==> src/rtl/prbs_chk_pkg.sv <==
package prbs_chk_pkg;

  localparam int HIST_MAX = 31;
  localparam int DATA_MAX = 64;

  typedef enum logic [1:0] {
    TRK_SEEK = 2'd0,
    TRK_PASS = 2'd1,
    TRK_DONE = 2'd2
  } trk_state_e;

  // second feedback tap of the supported polynomials
  function automatic int tap_of(input int deg);
    return (deg == 7) ? 6 : 28;
  endfunction

  // words needed to cover one full period of 2^deg-1 bits
  function automatic longint unsigned pass_words(input int deg, input int width);
    longint unsigned period;
    period = (64'd1 << deg) - 64'd1;
    return (period + longint'(width) - 64'd1) / longint'(width);
  endfunction

  function automatic logic [HIST_MAX-1:0] deg_mask(input int deg);
    return 31'h7fff_ffff >> (31 - deg);
  endfunction

  // shift a word into a history register, bit 0 first; h[0] is newest
  function automatic logic [HIST_MAX-1:0] hist_push(input logic [HIST_MAX-1:0] h,
                                                    input logic [DATA_MAX-1:0] w,
                                                    input int width, input int deg);
    logic [HIST_MAX-1:0] r;
    r = h;
    for (int i = 0; i < DATA_MAX; i++)
      if (i < width) r = {r[HIST_MAX-2:0], w[6'(i)]};
    return r & deg_mask(deg);
  endfunction

  // predict the next word from a history
  function automatic logic [DATA_MAX-1:0] lfsr_word(input logic [HIST_MAX-1:0] h,
                                                    input int width, input int deg,
                                                    input int tap);
    logic [DATA_MAX-1:0] p;
    logic [HIST_MAX-1:0] r;
    logic nb;
    p = '0;
    r = h;
    for (int i = 0; i < DATA_MAX; i++) begin
      if (i < width) begin
        nb = r[5'(deg - 1)] ^ r[5'(tap - 1)];
        p[6'(i)] = nb;
        r = {r[HIST_MAX-2:0], nb};
      end
    end
    return p;
  endfunction

endpackage

==> src/rtl/prbs_predict.sv <==
module prbs_predict
  import prbs_chk_pkg::*;
#(
  parameter int WIDTH = 32,
  parameter int DEG   = 31,
  parameter int TAP   = 28
) (
  input  logic [DEG-1:0]   hist_i,
  output logic [WIDTH-1:0] pred_o,
  output logic [DEG-1:0]   hist_next_o
);
  logic [HIST_MAX-1:0] h_full;
  logic [DATA_MAX-1:0] p_full;

  assign h_full      = HIST_MAX'(hist_i);
  assign p_full      = lfsr_word(h_full, WIDTH, DEG, TAP);
  assign pred_o      = WIDTH'(p_full);
  assign hist_next_o = DEG'(hist_push(h_full, p_full, WIDTH, DEG));
endmodule

==> src/rtl/prbs_align.sv <==
module prbs_align
  import prbs_chk_pkg::*;
#(
  parameter int              WIDTH      = 32,
  parameter int              DEG        = 31,
  parameter int              TAP        = 28,
  parameter int              LOCK_WORDS = 4,
  parameter longint unsigned PASS_WORDS = 1
) (
  input  logic             clk,
  input  logic             rst,
  input  logic             clr_i,
  input  logic [WIDTH-1:0] rx_word_i,
  output logic             done_o,
  output logic             bad_word_o
);
  localparam int MC_W = $clog2(LOCK_WORDS + 1);
  localparam int PC_W = $clog2(PASS_WORDS + 1);

  trk_state_e       st;
  logic [DEG-1:0]   rx_hist, loc_hist;
  logic [MC_W-1:0]  match_cnt;
  logic [PC_W-1:0]  pass_cnt;
  logic [WIDTH-1:0] pred_rx, pred_loc;
  logic [DEG-1:0]   rx_hist_nxt, loc_hist_nxt;
  logic             seek_hit, loc_miss;

  prbs_predict #(.WIDTH(WIDTH), .DEG(DEG), .TAP(TAP)) u_pred_rx (
    .hist_i(rx_hist), .pred_o(pred_rx), .hist_next_o(rx_hist_nxt)
  );
  prbs_predict #(.WIDTH(WIDTH), .DEG(DEG), .TAP(TAP)) u_pred_loc (
    .hist_i(loc_hist), .pred_o(pred_loc), .hist_next_o(loc_hist_nxt)
  );

  assign seek_hit = (rx_word_i == pred_rx);
  assign loc_miss = (rx_word_i != pred_loc);

  always_ff @(posedge clk) begin
    if (rst) begin
      st        <= TRK_SEEK;
      rx_hist   <= '0;
      loc_hist  <= '0;
      match_cnt <= '0;
      pass_cnt  <= '0;
    end else begin
      rx_hist <= DEG'(hist_push(HIST_MAX'(rx_hist), DATA_MAX'(rx_word_i), WIDTH, DEG));
      if (clr_i) begin
        st        <= TRK_SEEK;
        match_cnt <= '0;
        pass_cnt  <= '0;
      end else begin
        unique case (st)
          TRK_SEEK: begin
            if (!seek_hit) begin
              match_cnt <= '0;
            end else if (match_cnt == MC_W'(LOCK_WORDS - 1)) begin
              st        <= TRK_PASS;
              match_cnt <= '0;
              loc_hist  <= rx_hist_nxt;
            end else begin
              match_cnt <= match_cnt + 1'b1;
            end
          end
          TRK_PASS: begin
            loc_hist <= loc_hist_nxt;
            if (pass_cnt == PC_W'(PASS_WORDS - 1)) st <= TRK_DONE;
            else pass_cnt <= pass_cnt + 1'b1;
          end
          default: loc_hist <= loc_hist_nxt;
        endcase
      end
    end
  end

  assign done_o     = (st == TRK_DONE);
  assign bad_word_o = done_o && loc_miss && !clr_i;

  // completion is sticky while no clear arrives
  p_done_holds_r3: assert property (@(posedge clk) disable iff (rst)
    done_o && !clr_i |=> done_o);
  // clear drops completion and the lock run
  p_clear_drops_done_r9: assert property (@(posedge clk) disable iff (rst)
    clr_i |=> !done_o && match_cnt == '0);
  // lock never comes straight from a mismatching word
  p_lock_on_match_r2: assert property (@(posedge clk) disable iff (rst)
    st == TRK_SEEK && !seek_hit |=> st == TRK_SEEK);
endmodule

==> config.mk <==
export PLATFORM = sky130hd
export DESIGN_NAME = prbs_align
export DESIGN_NICKNAME = d
export VERILOG_FILES = /design/src/rtl/prbs_chk_pkg.sv /design/src/rtl/prbs_predict.sv /design/src/rtl/prbs_align.sv
export SDC_FILE = /design/constraint.sdc
export NUM_CORES = 1
export LEC_CHECK = 0
export BUFFER_PORTS_ARGS = -buffer_cell sky130_fd_sc_hd__buf_4
export CAP_MARGIN = 5
export CORE_AREA = 2 2 39 41
export CTS_BUF_LIST = sky130_fd_sc_hd__clkbuf_4
export CTS_CLUSTER_DIAMETER = 150
export CTS_CLUSTER_SIZE = 10
export DETAILED_ROUTE_END_ITERATION = 7
export DIE_AREA = 0 0 41 43
export GPL_TIMING_DRIVEN = 1
export PLACE_DENSITY = 0.64
export SYNTH_ARGS = -nofsm -noshare
export SYNTH_HDL_FRONTEND = slang
export SYNTH_SLANG_ARGS = --single-unit
==> constraint.sdc <==
create_clock -name clk -period 1.3 [get_ports clk]
set_input_delay 0.065 -clock clk [delete_from_list [all_inputs] [get_ports clk]]
set_output_delay 0.065 -clock clk [all_outputs]
set_load 0.005 [all_outputs]
==> results of run 1 <==
-- worst reg2reg max path, cell delays in order, from the launching register on --
cell and delay [ns]:
dfxtp_1 0.35, ha_1 0.19, nor2b_1 0.17, nor3_1 0.08, a32o_2 0.25
-- stage by stage --
step | power [mW] | hold slack [ns]
after floorplan | 0.173 | 0.139
after CTS | 0.390 | 0.0112
after global routing | 0.409 | 0.0142
after global placement | 0.180 | 0.269
after detailed placement | 0.181 | 0.270
final | 0.381 | 0.0223
-- final cells by class --
cell class / instances / area [sq um] / area share, %
Sequential cell: 5 / 100 / 34.6
Clock buffer: 4 / 30.0 / 10.4
Timing Repair Buffer: 3 / 22.5 / 7.79
Multi-Input combinational cell: 16 / 116 / 40.3
Tap cell: 16 / 20.0 / 6.93
-- power by group --
| group | switching, mW | internal [mW] |
|---|---|---|
| clock | 0.0659 | 0.137 |
| combinational | 0.00849 | 0.00990 |
| sequential | 0.00234 | 0.157 |
-- logic make-up after synthesis --
| group | Yosys count |
|---|---|
| AND/OR/NAND/NOR | 10 |
| flip-flops | 5 |
| AO/OA/AOI/OAI | 4 |
| buffers and inverters | 1 |
| adder cells (fa/ha/maj) | 1 |
| other | 1 |
-- layer usage --
layer | vias to the layer above | share of wire [%]
li1 | 91 | -
met1 | 69 | 47
met2 | 5 | 44
met3 | 0 | 9.1
met4 | 0 | 0
met5 | - | 0
-- synthesized netlist by cell type --
| cell | count |
|---|---|
| dfxtp_1 | 5 |
| nand2_1 | 3 |
| nor3_1 | 2 |
| a21boi_1 | 1 |
| a21oi_1 | 1 |
| a22o_1 | 1 |
| a32o_2 | 1 |
| and2b_2 | 1 |
| buf_4 | 1 |
| conb_1 | 1 |
| ha_1 | 1 |
| nor2_1 | 1 |
| nor2_4 | 1 |
| nor2b_1 | 1 |
| nor3_4 | 1 |
-- state kept, by name, summed over array words and instances, names as in the netlist --
name	cells
st	2
match_cnt	3
-- how the worst min path moves through the flow --
stage	depth (start not counted)	from	slack, ns	end
after floorplan	1	clr_i	0.14	st[1]$_SDFFE_PP0P_
after global placement	2	clr_i	0.27	st[1]$_SDFFE_PP0P_
after detailed placement	2	clr_i	0.27	st[1]$_SDFFE_PP0P_
after CTS	2	clr_i	0.01	st[1]$_SDFFE_PP0P_
after global routing	2	clr_i	0.01	st[1]$_SDFFE_PP0P_
final	2	clr_i	0.02	st[1]$_SDFFE_PP0P_
==> metrics.txt, run 1 <==
status=finished clean; commonest cells after routing, fill and taps aside=dfxtp_1 (5), clkbuf_4 (4), nand2_1 (3), buf_4 (3), nor3_1 (2); Final Max Slew Viols=0; reg2reg start=match_cnt[0]$_SDFFE_PP0N_; initial antenna violation count=0; Post-Synth Simple-Gate Area=30.2%; area leader, netlist=dfxtp_1; final worst slack=0.151 ns; busiest layer in global routing=met4; I/O pins=37; stages on the worst setup path=4; wire per inst=7.48 microns; R2R Setup Slk=0.15 ns; Clock Path Buffers=2; max incr delay on CP=0.35 ns; # DRC=0; worst skew pair latency=0.24 ns; first-pass GRT wire length=621 microns; Avg Cell Area, Syn=10.2 sq um; vias post-DR=165; Site Rows=14; Nets=65; fillers=155; met1 Track Usage GR=6.13%; layout cell share with drive strength beyond 1=39.3%; cell count after synthesis=22; ANT cells=0; cells along the critical path=ha_1, nor2b_1, nor3_1, a32o_2; crit end category=flop; Placer Congestion=0.638; compound-cell area share of the yosys netlist=14.5%; xor/xnor cell area share of the yosys netlist=0%; Seq cells post-synth=5; Worst R2R End=match_cnt[1]$_SDFFE_PP0N_; leading post-synthesis cells by cell area=dfxtp_1 (45%), nor3_4 (7.3%), ha_1 (5.6%); Die ar.=0.00176 sq mm; maximum clock rate=870 MHz; clk_skew=0.00400 ns; Total Wirelength=329 microns; TritonCTS clock tree=yes; Hold Fails Final Rpt=0; Slowest-stage cell, CP=dfxtp_1; Peak VDD IR=0.000472 V; fin cells=44; crit-path leading delay family=flip-flops; mux cell area share after synthesis=0%; area grow syn2layout=29.1%; dpl cells=40; worst setup path endpoint=match_cnt[1]$_SDFFE_PP0N_; kind of critical path=reg2reg; drt pass-1 iters=3; met2 Track Usage GR=6.88%; arrival time at the worst endpoint=1.28 ns; CP Launch Type=flop; Core Footprint=0.00138 sq mm; Layout Cell Area excl Fill=289 sq um; clk slew on worst S/H paths=0.04 ns; area fraction of the dominant cell type after synthesis=44.7%; worst slack at placement=0.164 ns; adder-cell share of the synthesized area=5.59%; largest family of logic cells by synthesized area=simple AND/OR/NAND/NOR gates; Die Span Y=43 microns; total CTS buffers=3; initial DRC count=3; sequential area share after synthesis=44.7%; Net Count, Synth=58; Power Density=1320 mW/mm^2; All-Layer GR Usage=5.93%; Leakage Power=0.128 nW; Netlist cell types=15; max_cap viols=0; DP Area=259 sq um; Die Wd=41 microns; GRT overflow=0; Final ANT Viol Nets=0; CTS Sinks=5; launch point of the critical path=match_cnt[0]$_SDFFE_PP0N_; Initial Util=16.2%; critical path buffer and inverter count=0; Tmin final=1.15 ns; Synth Warn #=0; DR vias/cell=3.75; CTS Hold Bufs=0; # port buffers=3; Final Core Density=20.9%; post-CTS sizing=0; unrepaired setup endpoints after global routing=no; setup TNS=0 ns; synthesized area=224 sq um; WP data required=1.43 ns; final setup violation count=0; Worst Hold Class=in2reg; GR Util met3=3.14%; vias in the first global route=167; Worst Reg-to-Reg Cells=4; commonest non-fill, non-tap cell in the layout=dfxtp_1; period utilization=88.4%; Clock H-tree levels=1; root buffer cell=clkbuf_4; Post-CTS Setup Bufs=0; CP Max Fanout=3; pin count of the biggest net entering global routing=5
(Power assumes the default switching activity.)
==> inputs of run 2 (changes only) <==
--- a/config.mk
+++ b/config.mk
@@ -14,7 +14,8 @@
 export DETAILED_ROUTE_END_ITERATION = 7
 export DIE_AREA = 0 0 41 43
 export GPL_TIMING_DRIVEN = 1
-export PLACE_DENSITY = 0.64
+export PLACE_DENSITY = 0.66
+export SKIP_LAST_GASP = 1
 export SYNTH_ARGS = -nofsm -noshare
 export SYNTH_HDL_FRONTEND = slang
 export SYNTH_SLANG_ARGS = --single-unit
==> constraint.sdc (replaced) <==
create_clock -name clk -period 1 [get_ports clk]
set_input_delay 0.05 -clock clk [delete_from_list [all_inputs] [get_ports clk]]
set_output_delay 0.05 -clock clk [all_outputs]
set_load 0.005 [all_outputs]
==> run 2 against run 1 <==
Compared with the run above:
- the flow now finishes with violations (negative setup slack)
- clock power rose by 32%
- core utilization rose by 3.1 points
- clock skew barely moved
- flip-flop and latch count did not move
- worst hold slack got worse by 0.017 ns
- cell count rose by 2.3%
- critical path depth did not move
- critical path type unchanged
- worst setup slack got worse by 0.18 ns
- count of clock-buffer cells in the layout did not move
- first-iteration DRC count fell by 100%
- largest power group unchanged
==> metrics.txt, run 2 (same netlist as run 1, synthesis figures left out) <==
status=finished with violations; violated checks=negative setup slack; clk slew on worst S/H paths=0.05 ns; DR vias/cell=3.78; Power Density=1520 mW/mm^2; CTS Sinks=5; max_cap viols=0; ANT cells=0; layout cell share with drive strength beyond 1=62.1%; worst skew pair latency=0.25 ns; initial DRC count=0; area grow syn2layout=48.0%; Layout Cell Area excl Fill=332 sq um; unrepaired setup endpoints after global routing=yes; first-pass GRT wire length=614 microns; Nets=66; Clock Path Buffers=2; kind of critical path=reg2reg; pin count of the biggest net entering global routing=5; CP Max Fanout=2; commonest cells after routing, fill and taps aside=clkbuf_4 (4), nand2_1 (3), buf_4 (3), dfxtp_2 (2), dfxtp_1 (2); total CTS buffers=3; Die Wd=41 microns; busiest layer in global routing=met2; maximum clock rate=975 MHz; Sw Pwr=106 uW; Site Rows=14; final worst slack=-0.0254 ns; Switching Share=20.9%; I/O pins=37; crit end category=flop; setup TNS=-0.0254 ns; CTS Hold Bufs=0; initial antenna violation count=0; Sequential Power Share=40.9%; Die ar.=0.00176 sq mm; Comb power frac=6.2%; Initial Util=16.2%; WP data required=1.13 ns; GR Util met3=3.14%; drt pass-1 iters=1; Worst Reg-to-Reg Cells=4; vias post-DR=170; Internal=399 uW; vias in the first global route=163; Tmin final=1.03 ns; Clock Power Share=52.9%; met1 Track Usage GR=6.45%; Hold Fails Final Rpt=0; Worst Hold Class=in2reg; register bank with the most flops=match_cnt; Final Max Slew Viols=0; Placer Congestion=0.610; Final ANT Viol Nets=0; max reg flops=3; Leakage Power=0.134 nW; DP Area=294 sq um; GRT overflow=0; met2 Track Usage GR=6.56%; Clock H-tree levels=1; root buffer cell=clkbuf_4; TritonCTS clock tree=yes; HPWL reported at the end of detailed placement=277 microns; arrival time at the worst endpoint=1.16 ns; Total Wirelength=344 microns; final setup violation count=1; hold depth=2; commonest non-fill, non-tap cell in the layout=clkbuf_4; Tot Pwr=505 uW; period utilization=103%; CP Launch Type=flop; # port buffers=3; All-Layer GR Usage=5.63%; wire per inst=7.64 microns; Core Footprint=0.00138 sq mm; Die Span Y=43 microns; # DRC=0; clk_skew=0.00354 ns; Peak VDD IR=0.000502 V; largest registers=match_cnt x3, st x2
## run 2: area by class of cell
class | instances | area [sq um]
well taps | 16 | 20.0
repair buffers | 4 | 33.8
multi-input cells | 16 | 141
flip-flops and latches | 5 | 106
fillers | 154 | 1050
clock buffers | 4 | 30.0
## run 2: power by group through the flow
stage                     Clock [mW]  Sequential [mW]  Combinational, mW
after floorplan                    0            0.213             0.0172
after detailed placement           0            0.213             0.0318
after CTS                      0.277            0.209             0.0318
after global placement             0            0.213             0.0305
final                          0.267            0.206             0.0313
after global routing           0.289            0.207             0.0357
## run 2: layer usage
metal	share of wire, %	vias up
li1	-	87
met5	0	-
met4	5.8	0
met2	40	8
met1	46	72
met3	8.4	3
## run 2: critical path, cell delays in order (launching register included)
cell	delay, ns
dfxtp_2	0.34
ha_4	0.13
nor2b_4	0.14
nor3_2	0.05
a32o_2	0.25
## run 2: worst paths after layout
| check | start | to | slack, ns |
|---|---|---|---|
| max | match_cnt[1]$_SDFFE_PP0N_ | match_cnt[1]$_SDFFE_PP0N_ | -0.03 |
| min | clr_i | st[1]$_SDFFE_PP0P_ | 0.006 |
| max reg2reg | match_cnt[1]$_SDFFE_PP0N_ | match_cnt[1]$_SDFFE_PP0N_ | -0.03 |
| min reg2reg | match_cnt[2]$_SDFFE_PP0N_ | match_cnt[2]$_SDFFE_PP0N_ | 0.47 |
## run 2: per-stage QoR
step	util, %	cells	hold slack (ns)	worst slack [ns]
final	24.0	45	0.00555	-0.0254
after global routing	24.0	45	0.0118	-0.0670
after CTS	23.5	45	0.000795	-0.0335
after detailed placement	21.2	41	0.265	-0.0273
after global placement	21.2	41	0.261	-0.0218
after floorplan	-	22	0.124	0.0114
## run 2: what timing repair did
action,CTS,global route
resized for setup,1,2
endpoints found under the setup margin,2,2
setup buffers,0,0
==> inputs of run 3 (changes only) <==
--- a/config.mk
+++ b/config.mk
@@ -14,7 +14,7 @@
 export DETAILED_ROUTE_END_ITERATION = 7
 export DIE_AREA = 0 0 41 43
 export GPL_TIMING_DRIVEN = 1
-export PLACE_DENSITY = 0.66
+export PLACE_DENSITY = 0.6
 export SKIP_LAST_GASP = 1
 export SYNTH_ARGS = -nofsm -noshare
 export SYNTH_HDL_FRONTEND = slang
==> run 3 against run 2 <==
Compared with the run above:
- the flow still finishes with violations (negative setup slack)
- maximum frequency fell by 0.26%
- worst hold slack improved by 0.0068 ns
- register-to-register slack barely moved
- largest power group unchanged
- highest routed layer is now met3
- flip-flop and latch count did not move
- critical path depth did not move
==> metrics.txt, run 3 (same netlist as run 1, synthesis figures left out) <==
DR vias/cell=3.67; largest registers=match_cnt x3, st x2; # DRC=0; first-pass GRT wire length=634 microns; root buffer cell=clkbuf_4; Hold Fails Final Rpt=0; crit end category=flop; Total Wirelength=343 microns; footprint of the multi-input gates=141 sq um; Die ar.=0.00176 sq mm; vias in the first global route=162; final setup violation count=1; clk slew on worst S/H paths=0.05 ns; TritonCTS clock tree=yes; ANT cells=0; pin count of the biggest net entering global routing=5; max reg flops=3; CP Max Fanout=2; worst skew pair latency=0.24 ns; All-Layer GR Usage=5.63%; unrepaired setup endpoints after global routing=yes; area grow syn2layout=49.7%; Site Rows=14; kind of critical path=reg2reg; crit-path leading delay family=flip-flops; Clock Path Buffers=2; Leakage Power=0.139 nW; final worst slack=-0.0281 ns; Core Footprint=0.00138 sq mm; Worst Hold Class=in2reg; register bank with the most flops=match_cnt; layout cell share with drive strength beyond 1=63.3%; total CTS buffers=3; Placer Congestion=0.669; commonest cells after routing, fill and taps aside=buf_4 (5), clkbuf_4 (4), nand2_1 (3), dfxtp_2 (2), dfxtp_1 (2); cells along the critical path=ha_4, nor2b_4, nor3_2, a32o_2; fillers=149; max incr delay on CP=0.35 ns; status=finished with violations; CP Launch Type=flop; Slowest-stage cell, CP=dfxtp_2; WP data required=1.13 ns; Nets=67; Die Span Y=43 microns; Initial Util=16.2%; Tmin final=1.03 ns; maximum clock rate=973 MHz; Die Wd=41 microns; Reg area=106 sq um; violated checks=negative setup slack; period utilization=103%; clk_skew=0.00439 ns; Power Density=1490 mW/mm^2; Final ANT Viol Nets=0; drt pass-1 iters=1; wire per inst=7.46 microns; Final Max Slew Viols=0; initial DRC count=0; Clock H-tree levels=1; worst slack at placement=-0.0328 ns; GRT overflow=0; Peak VDD IR=0.000519 V; vias post-DR=169; critical path buffer and inverter count=0; commonest non-fill, non-tap cell in the layout=buf_4; Final Core Density=24.2%; I/O pins=37; CTS Sinks=5; # port buffers=3; arrival time at the worst endpoint=1.16 ns; initial antenna violation count=0; max_cap viols=0
-- run 3: repair_timing --
item                                    4_1_cts  5_1_grt
endpoints found under the setup margin        2        3
buffers inserted                              0        1
hold buffers                                  0        0
pin swaps                                     0        1
gates resized for setup                       1        1
-- run 3: final cells by class --
cell class,instances,area share [%]
clock buffer,4,8.96
multi-input combinational,16,42.2
sequential,5,31.7
tap,16,5.97
timing repair buffer,5,11.2
-- run 3: layer usage --
| metal | up-vias | track usage, % | wire length [microns] |
|---|---|---|---|
| li1 | 91 | - | - |
| met1 | 72 | 7.10 | 166 |
| met2 | 6 | 6.88 | 152 |
| met3 | 0 | 3.14 | 24 |
| met4 | 0 | 4.00 | 0 |
| met5 | - | 0 | 0 |
-- run 3: path summary, 6_finish.rpt --
kind / startpoint / endpoint / slack (ns) / cells past startpoint
worst min-delay path: clr_i / st[1]$_SDFFE_PP0P_ / 0.01 / 2
worst max register to register: match_cnt[1]$_SDFFE_PP0N_ / match_cnt[1]$_SDFFE_PP0N_ / -0.03 / 4
worst max-delay path: match_cnt[1]$_SDFFE_PP0N_ / match_cnt[1]$_SDFFE_PP0N_ / -0.03 / 4
worst min register to register: match_cnt[2]$_SDFFE_PP0N_ / match_cnt[2]$_SDFFE_PP0N_ / 0.47 / 2
-- run 3: through the flow --
step	instance area [sq um]	std cells	TNS, ns	power [mW]	hold WS [ns]
floorplan	251	22	0	0.230	0.124
global placement	294	41	-0.0266	0.244	0.260
detailed placement	294	41	-0.0328	0.244	0.260
CTS	325	45	-0.0460	0.514	0.00553
global route	335	46	-0.0952	0.524	0.0171
finish	335	46	-0.0281	0.501	0.0124
-- run 3: power by group --
part | internal, mW | leakage [nW] | switching [mW]
Sequential | 0.202 | 0.0422 | 0.00411
Combinational | 0.0184 | 0.0781 | 0.0130
Clock | 0.178 | 0.0184 | 0.0850
Total | 0.399 | 0.139 | 0.102
-- run 3: worst register-to-register path: stages (launching register included) --
cell and delay, ns:
dfxtp_2 0.35, ha_4 0.14, nor2b_4 0.14, nor3_2 0.05, a32o_2 0.25
